### config.mk
export PLATFORM = sky130hd
export DESIGN_NAME = fetch_endian_unit
export DESIGN_NICKNAME = d
export VERILOG_FILES = /design/src/rtl/fetch_adj_pkg.sv /design/src/rtl/fetch_addr_adjust.sv /design/src/rtl/fetch_extract.sv /design/src/rtl/fetch_endian_unit.sv
export SDC_FILE = /design/constraint.sdc
export NUM_CORES = 1
export LEC_CHECK = 0
export ABC_AREA = 1
export BUFFER_PORTS_ARGS = -buffer_cell sky130_fd_sc_hd__buf_2
export CAP_MARGIN = 20
export CORE_ASPECT_RATIO = 0.75
export CORE_UTILIZATION = 30
export CTS_CLUSTER_SIZE = 14
export DETAILED_ROUTE_END_ITERATION = 6
export SYNTH_ARGS = -nofsm -noshare
export SYNTH_HDL_FRONTEND = slang
export SYNTH_SLANG_ARGS = --single-unit
### constraint.sdc
create_clock -name clk -period 1.6 [get_ports clk]
set_input_delay 0.32 -clock clk [delete_from_list [all_inputs] [get_ports clk]]
set_output_delay 0.32 -clock clk [all_outputs]
set_load 0.02 [all_outputs]
### src/rtl/fetch_adj_pkg.sv
// Package: shared types for the instruction fetch endian adjuster.
// Assumes: one fetch in flight at a time.
package fetch_adj_pkg;

    // Transaction sequencer states.
    typedef enum logic [1:0] {
        ST_IDLE  = 2'd0,
        ST_ISSUE = 2'd1,
        ST_WAIT  = 2'd2
    } fetch_state_e;

endpackage

### src/rtl/fetch_addr_adjust.sv
// Module: fetch_addr_adjust
// Does:    Combinational alignment check, physical address low-bit flip for
//          reverse-endian mode, and byte select flip for big-endian CPU mode.
// Assumes: Instruction sizes are IW_BYTES (word) and IW_BYTES/2 (halfword);
//          the memory element is EB bytes, a power of two.
module fetch_addr_adjust #(
    parameter int AW       = 32,
    parameter int EB       = 8,
    parameter int IW_BYTES = 4
) (
    input  logic [AW-1:0]         vaddr,
    input  logic                  half,
    input  logic                  rev_endian,
    input  logic                  big_cpu,
    output logic [AW-1:0]         paddr,
    output logic [$clog2(EB)-1:0] byte_sel,
    output logic                  misaligned
);
    localparam int LB = $clog2(EB);
    localparam logic [LB-1:0] MASK      = LB'(EB - 1);
    localparam logic [LB-1:0] CODE_WORD = LB'(IW_BYTES - 1);
    localparam logic [LB-1:0] CODE_HALF = LB'(IW_BYTES / 2 - 1);

    logic [LB-1:0] acc_code;
    logic [LB-1:0] flip;

    // Access code and the flip pattern derived from it.
    always_comb begin
        acc_code = half ? CODE_HALF : CODE_WORD;
        flip     = MASK ^ acc_code;
    end

    // Alignment check, physical address and byte select.
    always_comb begin
        misaligned = (vaddr[LB-1:0] & acc_code) != '0;
        paddr      = {vaddr[AW-1:LB], vaddr[LB-1:0] ^ (rev_endian ? flip : '0)};
        byte_sel   = vaddr[LB-1:0] ^ (big_cpu ? flip : '0);
    end
endmodule

### src/rtl/fetch_extract.sv
// Module: fetch_extract
// Does:    Shifts the memory element right by whole bytes and truncates it to
//          a word or a zero-extended halfword.
// Assumes: DW is a multiple of 8 and at least IW; IW is even.
module fetch_extract #(
    parameter int DW = 64,
    parameter int IW = 32
) (
    input  logic [DW-1:0]           data,
    input  logic [$clog2(DW/8)-1:0] byte_sel,
    input  logic                    half,
    output logic [IW-1:0]           instr
);
    localparam int HW = IW / 2;

    logic [DW-1:0] shifted;

    // Byte-granular right shift.
    always_comb shifted = data >> {byte_sel, 3'b000};

    // Truncate to the selected size, zero-filling the upper half for halfwords.
    always_comb instr = half ? {{(IW-HW){1'b0}}, shifted[HW-1:0]} : shifted[IW-1:0];
endmodule

### src/rtl/fetch_endian_unit.sv
// Module: fetch_endian_unit (top)
// Does:    Accepts a fetch, checks alignment, issues one memory read with an
//          endian-adjusted physical address, and extracts the instruction from
//          the returned element; signals completion with a one-cycle done.
// Assumes: Memory returns exactly one response per accepted request and does
//          not raise mem_rsp_valid before the request is accepted.
module fetch_endian_unit
    import fetch_adj_pkg::*;
#(
    parameter int AW = 32,
    parameter int DW = 64,
    parameter int IW = 32
) (
    input  logic          clk,
    input  logic          rst_n,
    input  logic          fetch_valid,
    output logic          fetch_ready,
    input  logic [AW-1:0] fetch_vaddr,
    input  logic          fetch_half,
    input  logic          rev_endian,
    input  logic          big_cpu,
    output logic          mem_req_valid,
    input  logic          mem_req_ready,
    output logic [AW-1:0] mem_req_addr,
    input  logic          mem_rsp_valid,
    input  logic [DW-1:0] mem_rsp_data,
    output logic          done,
    output logic          fault,
    output logic [AW-1:0] fault_vaddr,
    output logic [IW-1:0] instr
);
    localparam int EB = DW / 8;
    localparam int LB = $clog2(EB);

    fetch_state_e  state_q;
    logic [AW-1:0] paddr_c, paddr_q;
    logic [LB-1:0] sel_c, sel_q;
    logic          misaligned_c;
    logic          half_q;
    logic          done_q, fault_q;
    logic [AW-1:0] fault_vaddr_q;
    logic [IW-1:0] instr_q, instr_c;
    logic          accept;

    fetch_addr_adjust #(.AW(AW), .EB(EB), .IW_BYTES(IW/8)) u_adjust (
        .vaddr      (fetch_vaddr),
        .half       (fetch_half),
        .rev_endian (rev_endian),
        .big_cpu    (big_cpu),
        .paddr      (paddr_c),
        .byte_sel   (sel_c),
        .misaligned (misaligned_c)
    );

    fetch_extract #(.DW(DW), .IW(IW)) u_extract (
        .data     (mem_rsp_data),
        .byte_sel (sel_q),
        .half     (half_q),
        .instr    (instr_c)
    );

    // Handshake decode at the fetch side.
    always_comb begin
        fetch_ready = (state_q == ST_IDLE) && !done_q;
        accept      = fetch_valid && fetch_ready;
    end

    // Sequencer: accept, issue, wait for response, complete.
    always_ff @(posedge clk) begin
        if (!rst_n) begin
            state_q       <= ST_IDLE;
            paddr_q       <= '0;
            sel_q         <= '0;
            half_q        <= 1'b0;
            done_q        <= 1'b0;
            fault_q       <= 1'b0;
            fault_vaddr_q <= '0;
            instr_q       <= '0;
        end else begin
            done_q <= 1'b0;
            unique case (state_q)
                ST_IDLE: if (accept) begin
                    paddr_q <= paddr_c;
                    sel_q   <= sel_c;
                    half_q  <= fetch_half;
                    if (misaligned_c) begin
                        done_q        <= 1'b1;
                        fault_q       <= 1'b1;
                        fault_vaddr_q <= fetch_vaddr;
                        instr_q       <= '0;
                    end else begin
                        state_q <= ST_ISSUE;
                    end
                end
                ST_ISSUE: if (mem_req_ready) state_q <= ST_WAIT;
                ST_WAIT: if (mem_rsp_valid) begin
                    done_q  <= 1'b1;
                    fault_q <= 1'b0;
                    instr_q <= instr_c;
                    state_q <= ST_IDLE;
                end
                default: state_q <= ST_IDLE;
            endcase
        end
    end

    // Output drive.
    always_comb begin
        mem_req_valid = (state_q == ST_ISSUE);
        mem_req_addr  = paddr_q;
        done          = done_q;
        fault         = fault_q;
        fault_vaddr   = fault_vaddr_q;
        instr         = instr_q;
    end

    AST_REQ_HOLD: assert property (@(posedge clk) disable iff (!rst_n)
        mem_req_valid && !mem_req_ready |=> mem_req_valid && $stable(mem_req_addr))
        else $error("request dropped or changed before ready");
    AST_REQ_AFTER_ACCEPT: assert property (@(posedge clk) disable iff (!rst_n)
        $rose(mem_req_valid) |-> $past(fetch_valid && fetch_ready))
        else $error("memory request without an accepted fetch");
    AST_DONE_PULSE: assert property (@(posedge clk) disable iff (!rst_n)
        done |=> !done)
        else $error("done longer than one cycle");
    AST_GOOD_DONE_AFTER_RSP: assert property (@(posedge clk) disable iff (!rst_n)
        done && !fault |-> $past(mem_rsp_valid))
        else $error("completion without a response");
    AST_FAULT_NO_REQ: assert property (@(posedge clk) disable iff (!rst_n)
        done && fault |-> !$past(mem_req_valid))
        else $error("fault completion after a memory request");
    AST_BUSY_NOT_READY: assert property (@(posedge clk) disable iff (!rst_n)
        mem_req_valid |-> !fetch_ready)
        else $error("fetch accepted while busy");
endmodule

======== Word-level counts from Yosys, hierarchy flattened ========
Cells that the tools add are included.
word-level totals
  output and inout bits ................... 100
  flip-flop bits (word level) ............. 104
cells by class
  bitwise logic cells ..................... 4
  reductions and logical operators ........ 10
  shifts and indexed selects .............. 1
  equality and inequality tests ........... 7
  multiplexer cells ....................... 21
operator list
  operator              number
  $mux W32              4
  $pmux W32 S2          1
  $shr A64 B6 Y32       1
  $mux W2               5
  $ne A2 B2 Y1 const B  4
  $reduce_and A4 Y1     2
  $mux W1               6
  $mux W3               2
  $pmux W2 S3           1
  $xor A3 B3 Y3         2
  $pmux W1 S2           2
  $and A3 B3 Y3         1
  $not A3 Y3            1
  $reduce_and A3 Y1     1
  $reduce_bool A3 Y1    1
  $eq A2 B1 Y1 const B  1
  $eq A2 B2 Y1 const B  1
  $logic_and A1 B1 Y1   2
  $logic_not A2 Y1      1
  $ne A2 B1 Y1 const B  1
  $reduce_and A2 Y1     1
  $reduce_bool A2 Y1    1
  $logic_not A1 Y1      1

======== Depth between registers and ports, before layout ========
  depth after elaboration ................. 6
  mapped depth ............................ 10

======== Cells and area by module ========
A second synthesis with hierarchy kept.
unflattened totals
  cells, all modules ...................... 874
  area, all modules ....................... 5769.3 um^2
modules (own cells, without submodules)
  module             times used  seq. area each (um^2)  area each (um^2)  cells an instance
  fetch_endian_unit  1           2082.0                 3905.0            478
  fetch_extract      1           0.0                    1554.0            346
  fetch_addr_adjust  1           0.0                    310.3             50

======== Worst setup path before layout ========
No wires, ideal clock.
  path type ............................... register to register
  start point ............................. register done_q, in the netlist done
  end point ............................... register paddr_q[10], in the netlist mem_req_addr[10]
  clock period less this slack ............ 1250 ps
  path buffers ............................ 2
  stages on the path, launching flop included .. 6
  arrival time ............................ 1179 ps
  data required time ...................... 1530 ps
  setup slack ............................. 350 ps
  cells stage by stage .................... dfxtp_1 nand3b_4 buf_2 buf_4 nand2_1 a21oi_1
on the way
  longest elaborated chain between the ends .. 4
RTL lines
  item                         RTL line                 text
  start: declaration           fetch_endian_unit.sv:40  logic done_q, fault_q;
  start signal: assignment     fetch_endian_unit.sv:75  done_q <= 1'b0;
  start signal: assignment     fetch_endian_unit.sv:80  done_q <= 1'b0;
  start signal: assignment     fetch_endian_unit.sv:87  done_q <= 1'b1;
  $logic_not A1 Y1             fetch_endian_unit.sv:64  fetch_ready = (state_q == ST_IDLE) && !done_q;
  $logic_and A1 B1 Y1          fetch_endian_unit.sv:64
  $logic_and A1 B1 Y1          fetch_endian_unit.sv:65  accept = fetch_valid && fetch_ready;
  $reduce_and A2 Y1 (no line)  --
  end signal: assignment       fetch_endian_unit.sv:83  paddr_q <= paddr_c;
  end: declaration             fetch_endian_unit.sv:36  logic [AW-1:0] paddr_c, paddr_q;
Every way passes these cells.
A chain may end at the register's enable or synchronous reset.

======== Final worst setup path ========
  start point ............................. register state_q[0]
  end point ............................... output port fetch_ready
on the way
  longest elaborated chain between the ends .. 2
RTL lines
  item                      RTL line                 text
  start: declaration        fetch_endian_unit.sv:35  fetch_state_e state_q;
  start signal: assignment  fetch_endian_unit.sv:71  state_q <= ST_IDLE;
  start signal: assignment  fetch_endian_unit.sv:92  state_q <= ST_ISSUE;
  start signal: assignment  fetch_endian_unit.sv:95  ST_ISSUE: if (mem_req_ready) state_q <= ST_WAIT;
  $logic_not A2 Y1          fetch_endian_unit.sv:64
  $logic_and A1 B1 Y1       fetch_endian_unit.sv:64
  end: declaration          fetch_endian_unit.sv:17  output logic fetch_ready,
Every way passes these cells.

==> impl_metrics.yaml <==
timing:
  clock_skew_ns: 0.0124
  tightest_slew_ns: 0.486
  hold_viol_final: 0
  slew-limit-headroom: 0.676
  fin_crit_ns: 1.54
  drv_slew: 0
  fin_crit_sh: 0.965
  rsz0062_at_grt: "yes"
  max_freq_mhz: 648
  worst_hold_slack_ns: 0.217
  timing.setup.tns_ns: 0
  setup_violations: 0
route:
  drtPass1Iterations: 5
  route.detailed.drc: 0
  wl_per_cell_um: 14.8
  vias: 5927
  via_per_inst: 4.70
  wl_mm: 18.6
  ant_nets: 0
  drt_iter0_markers: 482
power:
  power_uw: 6580
  ir_drop_uv: 649
  switching_power_uw: 2200
  clockPowerShare: 0.327
  comb_power_share: 0.253
  sw_frac_of_total: 0.335
  intPower_uw: 4380
  p_per_area_nw_per_um2: 947
  p_seq_frac: 0.420
  total_leakage_power_uw: 0.00340
clock_tree:
  cts_buffers: 9
  clk_path_buf_depth: 2
  htreeDepth: 3
  root_buffer: "clkbuf_16"
  tritoncts: "done"
  cts_sinks: 103
  clkTransAtPathRegs_ns: 0.07
  clk_latency_ns: 0.35
synth:
  ys_warn_count: 0
  synth_nets: 936
  synthDistinctLibCells: 23
  synthesis.area_um2: 5320
  synth_adder_area_share: 0
  synthSimpleGateAreaFrac: 0.426
  syn_inst: 832
  syn_area_per_cell_um2: 6.40
  synth_top_family_by_area: "simple AND/OR/NAND/NOR gates"
  yosysSeqAreaShare: 0.387
  synth_compound_area_frac: 0.107
  synth-seq-cells: 103
  synth_xor_area_frac: 0.00658
  synthMuxAreaShare: 0
critical_path:
  worstSetupPathType: "register to output pin"
  cp.arrival_ns: 1.22
  cp.required_ns: 1.28
  slowest_stage: "dfxtp_2"
  crit_top_cell: "nor2_4"
  critical_path.max_stage_delay_ns: 0.34
  critical_path.top_delay_family: "flip-flops"
  crit_path_start_kind: "register"
  crit_fanout: 4
  crit_chain: "nor2_4, inv_2, nor2_4, buf_6"
  cp_num_buf_inv: 2
  cp-end-kind: "output pin"
placement:
  hpwl_mm: 13.8
  gp_congestion: 0.896
  io_buffers: 203
  postPlaceCellArea_um2: 6600
flow_run:
  maxCapViolations: 0
floorplan:
  fp.dieArea_um2: 18300
  io_pins: 204
  core_area_um2: 17100
  num_rows: 41
  start_util: 0.312
  die_y_um: 117
  dieWidth_um: 156
finish:
  design_area_um2: 6950
  drive_gt1_frac: 0.263
  final_common_cell: "nand2_1"
  syn_to_final_growth_pct: 30.6
  fin_util: 0.407
  final_cell_mix: "nand2_1 (368), buf_2 (202), nand3_1 (137)"
  final_nets: 1122
outcome:
  outcome: "finished, final reports clean"
global_route:
  grt_pass1_vias: 5305
  grt_pass1_wl_mm: 29.3
  antenna_found_initial: 4
  gr-total-overflow: 0
  grt.total_usage: 0.203
  grt_max_degree: 97
hold_path:
  hold_class: "input pin to register"
## sequential cells by signal (all words and copies together) (netlist names)
signal        count
fault             1
mem_req_addr     32
fault_vaddr      32
done              1
state_q           2
sel_q             2
instr            32
half_q            1
## synthesized netlist by cell type (all sizes together)
master  count  share of area
inv        18          0.013
nand3     137           0.13
xor2        4         0.0066
a211oi      1         0.0014
nand3b      1         0.0038
nor3        1         0.0031
nor2       26          0.030
a21oi     105          0.099
buf        43          0.049
dfxtp     103           0.39
nand2     369           0.26
o21ai       7         0.0066
clkbuf     16          0.011
clkinv      1        0.00070
## worst paths after layout
check / endpoint / cells past startpoint / slack [ns] / startpoint
worst max-delay path: fetch_ready / 4 / 0.06 / state_q[0]
worst min-delay path: fault_vaddr[31] / 3 / 0.22 / fetch_vaddr[31]
worst max register to register: instr[13] / 9 / 0.11 / state_q[0]
worst min register to register: fault_vaddr[24] / 2 / 0.46 / fault_vaddr[24]
## through the flow
step / setup WS (ns) / cells
after global routing: 0.00111 / 1261
after CTS: 0.00732 / 1257
after detailed placement: 0.0569 / 1240
after floorplan: 0.350 / 832
after global placement: 0.116 / 1240
final: 0.0567 / 1262
## logic make-up after synthesis
kind of cell / Yosys count
buffers and inverters: 78
DFF: 103
and+or+nand+nor: 534
xor gates and xnor gates: 4
AOI/OAI and AO/OA: 113
## cell type report
class                           count  area [um2]
Antenna cell                        3        7.51
Clock buffer                        9         225
Clock inverter                      7        62.6
Fill cell                        1865       10100
Inverter                           19        73.8
Multi-Input combinational cell    651        2880
Sequential cell                   103        2070
Tap cell                          236         295
Timing Repair Buffer              234        1350
## tightest hold or removal path: stages
cell and delay (ns):
buf_2 0.09, nor2_1 0.04, nor2_1 0.08
## power by group through the flow
stage	logic [uW]	registers (uW)	clock network (uW)
floorplan	871	2960	0
global placement	1620	2820	0
detailed placement	1630	2820	0
CTS	1640	2760	2240
global route	1830	2780	2330
finish	1660	2760	2150
## layer usage
| metal | vias to the layer above | global-route usage | share of wire |
|---|---|---|---|
| met5 | - | 0 | 0.00043 |
| met4 | 2 | 0.0386 | 0.0057 |
| met3 | 10 | 0.0632 | 0.088 |
| met2 | 197 | 0.270 | 0.39 |
| met1 | 2640 | 0.312 | 0.51 |
| li1 | 3078 | - | - |
## what timing repair did
action	4_1_cts	5_1_grt
buffers inserted	1	2
setup endpoints to repair	1	63
gates resized for setup	3	8
pin swaps	1	3
hold buffers	0	0
Power figures use the tool's default switching activity.
